==> src/rtl/pwl_pkg.sv <==
// Shared definitions for the piecewise-linear compander.
// Assumes the output-format field is two bits wide; bit 1 low means companded.
package pwl_pkg;

    typedef enum logic [1:0] {
        FMT_COMP_A = 2'b00,
        FMT_COMP_B = 2'b01,
        FMT_PASS   = 2'b10,
        FMT_CLIP   = 2'b11
    } out_fmt_e;

    // True when the format field selects the companded curve.
    function automatic logic is_companded(input logic [1:0] fmt);
        return fmt[1] == 1'b0;
    endfunction

endpackage

==> src/rtl/pwl_seg_select.sv <==
// Stage 1 of the compander: compares the input with every knee, counts
// how many knees it has reached, and registers that segment's slope and
// offset with the code and format. Black-clip is handled here by choosing
// a zero slope and the first offset. Assumes knees are ordered ascending.
module pwl_seg_select
    import pwl_pkg::*;
#(
    parameter int CODE_W     = 13,
    parameter int NSEG       = 4,
    parameter int SLOPE_W    = 12,
    parameter int OFS_W      = 14,
    parameter int BLACK_CODE = 64
) (
    input  logic                            clk,
    input  logic                            rst_n,
    input  logic                            in_vld,
    input  logic [CODE_W-1:0]               in_code,
    input  logic [1:0]                      in_mode,
    input  logic                            in_blk_clip,
    input  logic [NSEG-2:0][CODE_W-1:0]     cfg_knee,
    input  logic [NSEG-1:0][SLOPE_W-1:0]    cfg_slope,
    input  logic [NSEG-1:0][OFS_W-1:0]      cfg_ofs,
    output logic                            s_vld,
    output logic [CODE_W-1:0]               s_code,
    output logic [1:0]                      s_mode,
    output logic [SLOPE_W-1:0]              s_slope,
    output logic [OFS_W-1:0]                s_ofs
);
    localparam int NKNEE = NSEG - 1;
    localparam int SEG_W = (NSEG > 1) ? $clog2(NSEG) : 1;
    localparam logic [CODE_W-1:0] BLACK = CODE_W'(BLACK_CODE);

    logic [NKNEE-1:0] at_or_above;
    logic [SEG_W-1:0] seg_idx;
    logic             force_black;

    // One comparator per knee.
    for (genvar k = 0; k < NKNEE; k++) begin : g_knee
        assign at_or_above[k] = (in_code >= cfg_knee[k]);
    end

    // Segment index is the number of knees the input has reached.
    always_comb begin
        seg_idx = '0;
        for (int k = 0; k < NKNEE; k++) begin
            seg_idx = seg_idx + SEG_W'(at_or_above[k]);
        end
    end

    // Black-clip applies only to companded inputs below the black code.
    assign force_black = in_blk_clip && is_companded(in_mode) && (in_code < BLACK);

    // Register the segment constants together with the code.
    always_ff @(posedge clk) begin
        if (!rst_n) begin
            s_vld   <= 1'b0;
            s_code  <= '0;
            s_mode  <= 2'b00;
            s_slope <= '0;
            s_ofs   <= '0;
        end else begin
            s_vld   <= in_vld;
            s_code  <= in_code;
            s_mode  <= in_mode;
            s_slope <= force_black ? '0 : cfg_slope[seg_idx];
            s_ofs   <= force_black ? cfg_ofs[0] : cfg_ofs[seg_idx];
        end
    end

    // below the first knee, segment 0 constants are taken.
    assert_first_segment_R4: assert property (@(posedge clk) disable iff (!rst_n)
        (in_vld && !force_black && (in_code < cfg_knee[0]))
        |=> (s_slope == $past(cfg_slope[0])) && (s_ofs == $past(cfg_ofs[0])));

    // a forced black code carries zero slope and the first offset.
    assert_black_force_R7: assert property (@(posedge clk) disable iff (!rst_n)
        (in_vld && in_blk_clip && !in_mode[1] && (in_code < BLACK))
        |=> (s_slope == '0) && (s_ofs == $past(cfg_ofs[0])));

endmodule

==> src/rtl/pwl_seg_eval.sv <==
// Stage 2 of the compander: multiplies the code by the selected slope,
// drops the low scale bits, adds the signed offset and saturates to the
// companded range. Then it picks the output format and registers the result.
module pwl_seg_eval
    import pwl_pkg::*;
#(
    parameter int CODE_W   = 13,
    parameter int SLOPE_W  = 12,
    parameter int OFS_W    = 14,
    parameter int COMP_W   = 10,
    parameter int CLIP_W   = 12,
    parameter int SCALE_SH = 8
) (
    input  logic                 clk,
    input  logic                 rst_n,
    input  logic                 s_vld,
    input  logic [CODE_W-1:0]    s_code,
    input  logic [1:0]           s_mode,
    input  logic [SLOPE_W-1:0]   s_slope,
    input  logic [OFS_W-1:0]     s_ofs,
    output logic                 out_vld,
    output logic [CODE_W-1:0]    out_code
);
    localparam int PROD_W = CODE_W + SLOPE_W;
    localparam int SUM_W  = PROD_W + 2;
    localparam logic signed [SUM_W-1:0] SAT_HI   = SUM_W'((1 << COMP_W) - 1);
    localparam logic [CODE_W-1:0]       CLIP_MAX = CODE_W'((1 << CLIP_W) - 1);

    logic [PROD_W-1:0]        product;
    logic [PROD_W-1:0]        scaled;
    logic signed [OFS_W-1:0]  ofs_s;
    logic signed [SUM_W-1:0]  sum;
    logic [COMP_W-1:0]        comp_val;
    logic [CODE_W-1:0]        fmt_val;

    // Scaled multiply-add in the signed domain.
    always_comb begin
        product = PROD_W'(s_code) * PROD_W'(s_slope);
        scaled  = product >> SCALE_SH;
        ofs_s   = $signed(s_ofs);
        sum     = SUM_W'($signed({1'b0, scaled})) + SUM_W'(ofs_s);
    end

    // Saturate the sum to the companded range.
    always_comb begin
        if (sum < 0)
            comp_val = '0;
        else if (sum > SAT_HI)
            comp_val = '1;
        else
            comp_val = sum[COMP_W-1:0];
    end

    // Select the output format.
    always_comb begin
        case (s_mode)
            FMT_PASS: fmt_val = s_code;
            FMT_CLIP: fmt_val = (s_code > CLIP_MAX) ? CLIP_MAX : s_code;
            default:  fmt_val = CODE_W'(comp_val);
        endcase
    end

    // Output register.
    always_ff @(posedge clk) begin
        if (!rst_n) begin
            out_vld  <= 1'b0;
            out_code <= '0;
        end else begin
            out_vld  <= s_vld;
            out_code <= fmt_val;
        end
    end

    // the companded output never leaves the 10-bit range.
    assert_comp_range_R6: assert property (@(posedge clk) disable iff (!rst_n)
        (s_vld && !s_mode[1]) |=> (out_code <= CODE_W'((1 << COMP_W) - 1)));

    // the clipped format never exceeds the 12-bit maximum.
    assert_clip_bound_R3: assert property (@(posedge clk) disable iff (!rst_n)
        (s_vld && (s_mode == 2'b11)) |=> (out_code <= CLIP_MAX));

    // codes inside the 12-bit range pass the clipped format unchanged.
    assert_clip_pass_R3: assert property (@(posedge clk) disable iff (!rst_n)
        (s_vld && (s_mode == 2'b11) && (s_code <= CLIP_MAX)) |=> (out_code == $past(s_code)));

endmodule

==> src/rtl/pwl_compander.sv <==
// Top of the piecewise-linear compander: a segment-select stage followed
// by an evaluate-and-format stage, with two cycles of latency from input
// to output. Assumes the configuration stays stable while a valid code
// is in stage 1.
module pwl_compander
    import pwl_pkg::*;
#(
    parameter int CODE_W     = 13,
    parameter int NSEG       = 4,
    parameter int SLOPE_W    = 12,
    parameter int OFS_W      = 14,
    parameter int COMP_W     = 10,
    parameter int CLIP_W     = 12,
    parameter int BLACK_CODE = 64,
    parameter int SCALE_SH   = 8
) (
    input  logic                            clk,
    input  logic                            rst_n,
    input  logic                            in_vld,
    input  logic [CODE_W-1:0]               in_code,
    input  logic [1:0]                      cfg_mode,
    input  logic                            cfg_blk_clip,
    input  logic [NSEG-2:0][CODE_W-1:0]     cfg_knee,
    input  logic [NSEG-1:0][SLOPE_W-1:0]    cfg_slope,
    input  logic [NSEG-1:0][OFS_W-1:0]      cfg_ofs,
    output logic                            out_vld,
    output logic [CODE_W-1:0]               out_code
);
    logic                s_vld;
    logic [CODE_W-1:0]   s_code;
    logic [1:0]          s_mode;
    logic [SLOPE_W-1:0]  s_slope;
    logic [OFS_W-1:0]    s_ofs;
    logic [1:0]          since_rst;

    pwl_seg_select #(
        .CODE_W(CODE_W), .NSEG(NSEG), .SLOPE_W(SLOPE_W),
        .OFS_W(OFS_W), .BLACK_CODE(BLACK_CODE)
    ) u_select (
        .clk(clk), .rst_n(rst_n),
        .in_vld(in_vld), .in_code(in_code), .in_mode(cfg_mode),
        .in_blk_clip(cfg_blk_clip),
        .cfg_knee(cfg_knee), .cfg_slope(cfg_slope), .cfg_ofs(cfg_ofs),
        .s_vld(s_vld), .s_code(s_code), .s_mode(s_mode),
        .s_slope(s_slope), .s_ofs(s_ofs)
    );

    pwl_seg_eval #(
        .CODE_W(CODE_W), .SLOPE_W(SLOPE_W), .OFS_W(OFS_W),
        .COMP_W(COMP_W), .CLIP_W(CLIP_W), .SCALE_SH(SCALE_SH)
    ) u_eval (
        .clk(clk), .rst_n(rst_n),
        .s_vld(s_vld), .s_code(s_code), .s_mode(s_mode),
        .s_slope(s_slope), .s_ofs(s_ofs),
        .out_vld(out_vld), .out_code(out_code)
    );

    // Counts clock edges since reset, up to two, so the checks below
    // never look back into the reset period.
    always_ff @(posedge clk) begin
        if (!rst_n)
            since_rst <= 2'd0;
        else if (since_rst != 2'd2)
            since_rst <= since_rst + 2'd1;
    end

    // valid leaves the block exactly two edges after it enters.
    assert_latency_R8: assert property (@(posedge clk) disable iff (!rst_n)
        (since_rst == 2'd2) |-> (out_vld == $past(in_vld, 2)));

    // the pass-through format returns the input code unchanged.
    assert_pass_through_R2: assert property (@(posedge clk) disable iff (!rst_n)
        ((since_rst == 2'd2) && out_vld && ($past(cfg_mode, 2) == 2'b10))
        |-> (out_code == $past(in_code, 2)));

endmodule

==> config.mk <==
export PLATFORM = sky130hd
export DESIGN_NAME = pwl_compander
export DESIGN_NICKNAME = d
export VERILOG_FILES = /design/src/rtl/pwl_pkg.sv /design/src/rtl/pwl_seg_select.sv /design/src/rtl/pwl_seg_eval.sv /design/src/rtl/pwl_compander.sv
export SDC_FILE = /design/constraint.sdc
export NUM_CORES = 1
export LEC_CHECK = 0
export ABC_AREA = 0
export BUFFER_PORTS_ARGS = -buffer_cell sky130_fd_sc_hd__buf_2
export CORE_MARGIN = 2
export CORE_UTILIZATION = 60
export CTS_CLUSTER_DIAMETER = 30
export DETAILED_ROUTE_END_ITERATION = 16
export HOLD_SLACK_MARGIN = 0.02
export PLACE_DENSITY_LB_ADDON = 0.08
export SYNTH_ARGS = -nofsm -noshare
export SYNTH_HDL_FRONTEND = slang
export SYNTH_HIERARCHICAL = 1
export SYNTH_SLANG_ARGS = --single-unit
==> constraint.sdc <==
create_clock -name clk -period 12.2 [get_ports clk]
set_input_delay 1.83 -clock clk [delete_from_list [all_inputs] [get_ports clk]]
set_output_delay 1.83 -clock clk [all_outputs]
set_load 0.02 [all_outputs]
* Word level (Yosys, flattened, before mapping)
Index checks and enable logic that the tools add are counted.
Storage, ports and cells: register bits after elaboration 56, input bits 162, output and inout port bits 14, word-level logic and storage cells 35
Cells by class: add/sub/neg operators 3, $mul 1, $lt $le $gt $ge 8, equality and inequality tests 2, mux-type cells 9, bitwise operators 2, reductions and logical operators 3
Operator list (number):
- greater-or-equal comparator 13 bit | 3
- binary-select mux 14 bit (select 2 bit) | 1
- 2-to-1 mux 14 bit | 2
- case mux 13 bit (2 select lines) | 1
- multiplier 13 x 12 -> 25 bit | 1
- binary-select mux 12 bit (select 2 bit) | 1
- 2-to-1 mux 10 bit | 2
- adder 18 x 14 -> 19 bit | 1
- greater-than comparator 19 x 11 -> 1 bit (second input constant) | 1
- less-than comparator 19 x 1 -> 1 bit (second input constant) | 1
- greater-than comparator 13 x 12 -> 1 bit (second input constant) | 1
- less-than comparator 13 x 7 -> 1 bit (second input constant) | 1
- 2-to-1 mux 13 bit | 1
- 2-to-1 mux 12 bit | 1
- equality test 2 bit (second input constant) | 2
- less-than comparator 2 x 3 -> 1 bit (second input constant) | 1
- adder 1 x 1 -> 2 bit | 1
- adder 2 x 1 -> 2 bit | 1
- logical AND 1 bit | 2
- inverter 1 bit | 2
- OR reduction 2 bit | 1

* Depth between registers and ports, before layout
depth after elaboration 6, depth in mapped cells 32, mapped depth without buffers 29

* Hierarchy
The synthesis kept the hierarchy.
Modules (own cells, without submodules):
- pwl_seg_eval | times used 1, cells an instance 789, area an instance 6452.4 um^2
- pwl_seg_select | times used 1, cells an instance 273, area an instance 2797.7 um^2

* Worst setup path after synthesis
Ideal clock, no wire load.
path kind register to register, from register u_select.s_code[4], to register u_eval.out_code[2], arrival 7120 ps, path slack 4958 ps, stages on the path, launching flop included 29, path buffers 2, clock period less this slack 7242 ps, cell sequence dfxtp_1 > clkbuf_1 > nand2_1 > fa_1 > inv_1 > fa_1 > fa_1 > fa_1 > inv_1 > fa_1 > inv_1 > ha_1 > a21oi_1 > o221ai_1 > a41oi_1 > o221ai_1 > a21oi_1 > o21bai_1 > a21oi_1 > xnor2_1 > ha_1 > clkbuf_1 > a21o_1 > o21bai_1 > or4_1 > o311a_1 > nor4b_4 > a21oi_2 > a311o_1
On the way: longest elaborated chain between the ends 6
RTL lines:
- from (decl) | line pwl_seg_select.sv:24 | output logic [CODE_W-1:0] s_code,
- from (signal assigned) | line pwl_seg_select.sv:63 | s_code <= in_code;
- multiplier 13 x 12 -> 25 bit | line pwl_seg_eval.sv:38 | product = PROD_W'(s_code) * PROD_W'(s_slope);
- adder 18 x 14 -> 19 bit | line pwl_seg_eval.sv:41 | sum = SUM_W'($signed({1'b0, scaled})) + SUM_W'(ofs_s);
- greater-than comparator 19 x 11 -> 1 bit | line pwl_seg_eval.sv:48 | else if (sum > SAT_HI)
- 2-to-1 mux 10 bit | line pwl_seg_eval.sv:48
- 2-to-1 mux 10 bit | line pwl_seg_eval.sv:46 | if (sum < 0)
- case mux 13 bit (2 select lines) * | line pwl_seg_eval.sv:56 | case (s_mode)
- to (signal assigned) | line pwl_seg_eval.sv:70 | out_code <= fmt_val;
- to (decl) | line pwl_seg_eval.sv:22 | output logic [CODE_W-1:0] out_code
Mark *: on every way between the ends. The rest lies on a longest branch, timed or not. A chain may end at the register's enable or synchronous reset.

* Worst setup path after layout
from register u_select.s_code[4], to register u_eval.out_code[3]
The elaborated chain is that of the path after synthesis.

==> results.toml <==
[die]
num_io_pins = 176
core_area_um2 = 15100
fp.dieArea_um2 = 16400
y_dimension_of_the_die_um = 128
initial_core_util_pct = 61.1
die_width_um = 128
rows = 45

[global_routing]
first_global_vias = 8153
gr_overflow_total = 0
grt_pass1_wl_mm = 39.9
grt_util_all_layers_pct = 30.9
grt_antenna_before_repair = 0
grt_max_degree = 44

[clock_network]
clock_latency_ns = 0.30
post_cts_repair_resize_count = 0
cts_made_buffers = 5
cts_max_level = 2
tritoncts = "done"
clk_root_buffer_cell = "clkbuf_16"
clock-sinks = 56
clock_tree.buffer_depth = 2
hold_buffers = 0
postCtsSetupBuffers = 0
worst_setup_hold_path_clk_slew_ns = 0.08

[sta]
final.period_utilization_pct = 66.6
headroom_to_the_max_slew_limit_pct = 42.8
report.final.setup_viol = 0
hold_slack_ns = 0.448
final_hold_violating_endpoints = 0
setup_slack_ns = 4.08
fin_worst_skew_ns = 0.00689
transition_time_of_the_tightest_slew_check_pin_ns = 0.851
final_max_slew_viol_count = 0
grt_setup_unrepaired = "no"
setup_tns_ns = 0
finalCriticalPeriod_ns = 8.12
timing.fmax_mhz = 123

[critical_path]
path_buf_inv = 3
setup.worst_path.class = "register to register"
slowest_library_cell_on_the_worst_path = "dfxtp_1"
endpoint_kind = "register"
timing.rr.start = "u_select/s_code[4]"
critical_path.startpoint_type = "register"
critical_path.top_delay_family = "adder cells"
critical_path_peak_fanout = 14
cp_common_cell = "fa_1"
timing.reg2reg.setup_slack_ns = 4.08
slowest_delay_ns = 0.67
ff2ff_path_depth = 27
regToRegEndpoint = "u_eval/out_code[3]"
cp_data_arrival_time_ns = 8.30
timing.critical_path.required_ns = 12.38

[yosys]
ys_dominant_reg_cell = "dfxtp_1"
post_synth_num_cell_types = 64
synthesis.yosys.warnings = 6
synth-edff-count = 0
synth-seq-cells = 56
syn-num-nets = 1452
synth.most_common_cell = "inv_1"
synth_area_per_cell_um2 = 8.71
seq_area_frac_synth_pct = 12.1
synth.top_cell.area_share_pct = 24.0
synth_area_leader_cell = "fa_1"
post_synth_main_area_contributors = "fa_1 (24%), ha_1 (16%), dfxtp_1 (12%)"
syn-cell-area_um2 = 9250
synth_cells = 1062
synth_common_cells = "inv_1 (201), nand2_1 (140), ha_1 (117)"
async_flop_share_pct = 0

[pwr]
post_layout_total_power_mw = 1.69
peakVddDrop_mv = 0.122
powerDensity_nw_per_um2 = 163
p_leak_nw = 5.40

[placement]
post_dp_cell_area_um2 = 10200
dp.final_hpwl_mm = 20.5
pre_cts_slack_ns = 4.15
finalWeightedCongestion = 0.947
placement.io_buffers = 175

[detailed_routing]
viasPerCell = 5.71
drcViolationCount = 0
via_count = 7927
drt_first_iter_violations = 566
drt-wirelength-per-cell_um = 17.9
postRouteAntennaNets = 0
firstDrtPassIters = 5
totalWireLength_mm = 24.8

[layout]
num-fill-cells = 1279
layout-area-overhead-vs-synth_pct = 11.8
diodes = 0
fraction_of_final_layout_cells_sized_beyond_drive_strength_1_pct = 19.1
final_nets = 1589
design_area_final_um2 = 10300

[worst_hold_path]
holdPathStages = 1
min_delay_worst_endpoint = "u_eval/out_vld"
hold_start = "u_select/s_vld"
hold_class = "register to register"

[run_status]
run_status = "complete, no violations"

[flow_run]
cap_viol_max_count = 0
## registers in the layout, indices dropped and copies added (netlist names)
name              flops
u_eval/out_code      13
u_select/s_code      13
u_select/s_mode       2
u_eval/out_vld        1
u_select/s_vld        1
u_select/s_ofs       14
u_select/s_slope     12
## through the flow
step / instances / util (%)
floorplan: 1062 / -
detailed placement: 1380 / 67.2
global placement: 1380 / 67.2
global route: 1388 / 68.3
finish: 1388 / 68.3
CTS: 1388 / 68.3
## placed cells by master (no fill, tap or decap), drive strengths merged, types with 6 or more instances in the layout
master and n:
a31oi 6, fa 111, nor2 17, o21ai 14, mux4 12, buf 177
ha 117, a21o 16, inv 202, nand2b 7, nor2b 19, and2 69
a311o 6, o22a 13, xnor2 18, nand2 140, a21oi 50, nand3 12
o211ai 8, mux2 13, o21a 6, o221a 17, dfxtp 56, xor2 11
## cell families after synthesis
kind of cell	count (synthesis)	share of synthesized area (%)
AO/OA/AOI/OAI	174	13.8
XOR/XNOR	29	2.75
adder cells (fa/ha/maj)	228	39.8
buffers and inverters	249	10.3
flip-flops	56	12.1
multiplexers	26	4.61
AND/OR/NAND/NOR	300	16.6
## worst max-delay path by stage
stage / startpoint / end / slack, ns / depth (start not counted)
after detailed placement: u_select/s_code[4] / u_eval/out_code[3] / 4.15 / 27
after CTS: u_select/s_code[4] / u_eval/out_code[3] / 4.11 / 27
final: u_select/s_code[4] / u_eval/out_code[3] / 4.08 / 27
after floorplan: u_select/s_code[4] / u_eval/out_code[2] / 4.96 / 28
after global placement: u_select/s_code[8] / u_eval/out_code[4] / 4.29 / 26
after global routing: u_select/s_code[2] / u_eval/out_code[3] / 3.58 / 27
## layout make-up
type	count	area (um2)	share of cell area, %
clock buffer	5	125	1.21
clock inverter	3	27.5	0.266
inverter	202	758	7.33
multi-input combinational	757	7180	69.5
sequential	56	1120	10.8
tap	188	235	2.28
timing repair buffer	177	891	8.62
## routing by layer
metal	vias to the layer above	GRT usage (%)	routed length [um]
met3	55	4.05	1480
met4	0	10.7	716
met5	-	0	0
li1	3749	-	-
met1	3828	39.0	10100
met2	295	54.5	12500
## where the power goes
| group | internal, mW | switching (mW) |
|---|---|---|
| Clock | 0.0780 | 0.0704 |
| Combinational | 0.525 | 0.733 |
| Sequential | 0.220 | 0.0611 |
## worst reg2reg max path: stages (launching register included)
cell and delay [ns]:
dfxtp_1 0.67, nand2_1 0.17, fa_1 0.50, fa_1 0.51, inv_1 0.05, ha_1 0.27
inv_1 0.05, fa_1 0.52, fa_1 0.55, inv_1 0.04, ha_1 0.32, a21oi_1 0.12
o21ai_0 0.11, o21ai_0 0.59, nand2b_1 0.18, a21oi_1 0.32, o221ai_1 0.26, a31oi_1 0.23
nor2_1 0.07, ha_1 0.42, a21oi_2 0.20, o21ai_0 0.11, a41o_1 0.27, or4_1 0.51
o311a_1 0.16, nor4b_4 0.33, a21oi_2 0.16, a311o_1 0.31
Power figures use the tool's default switching activity.
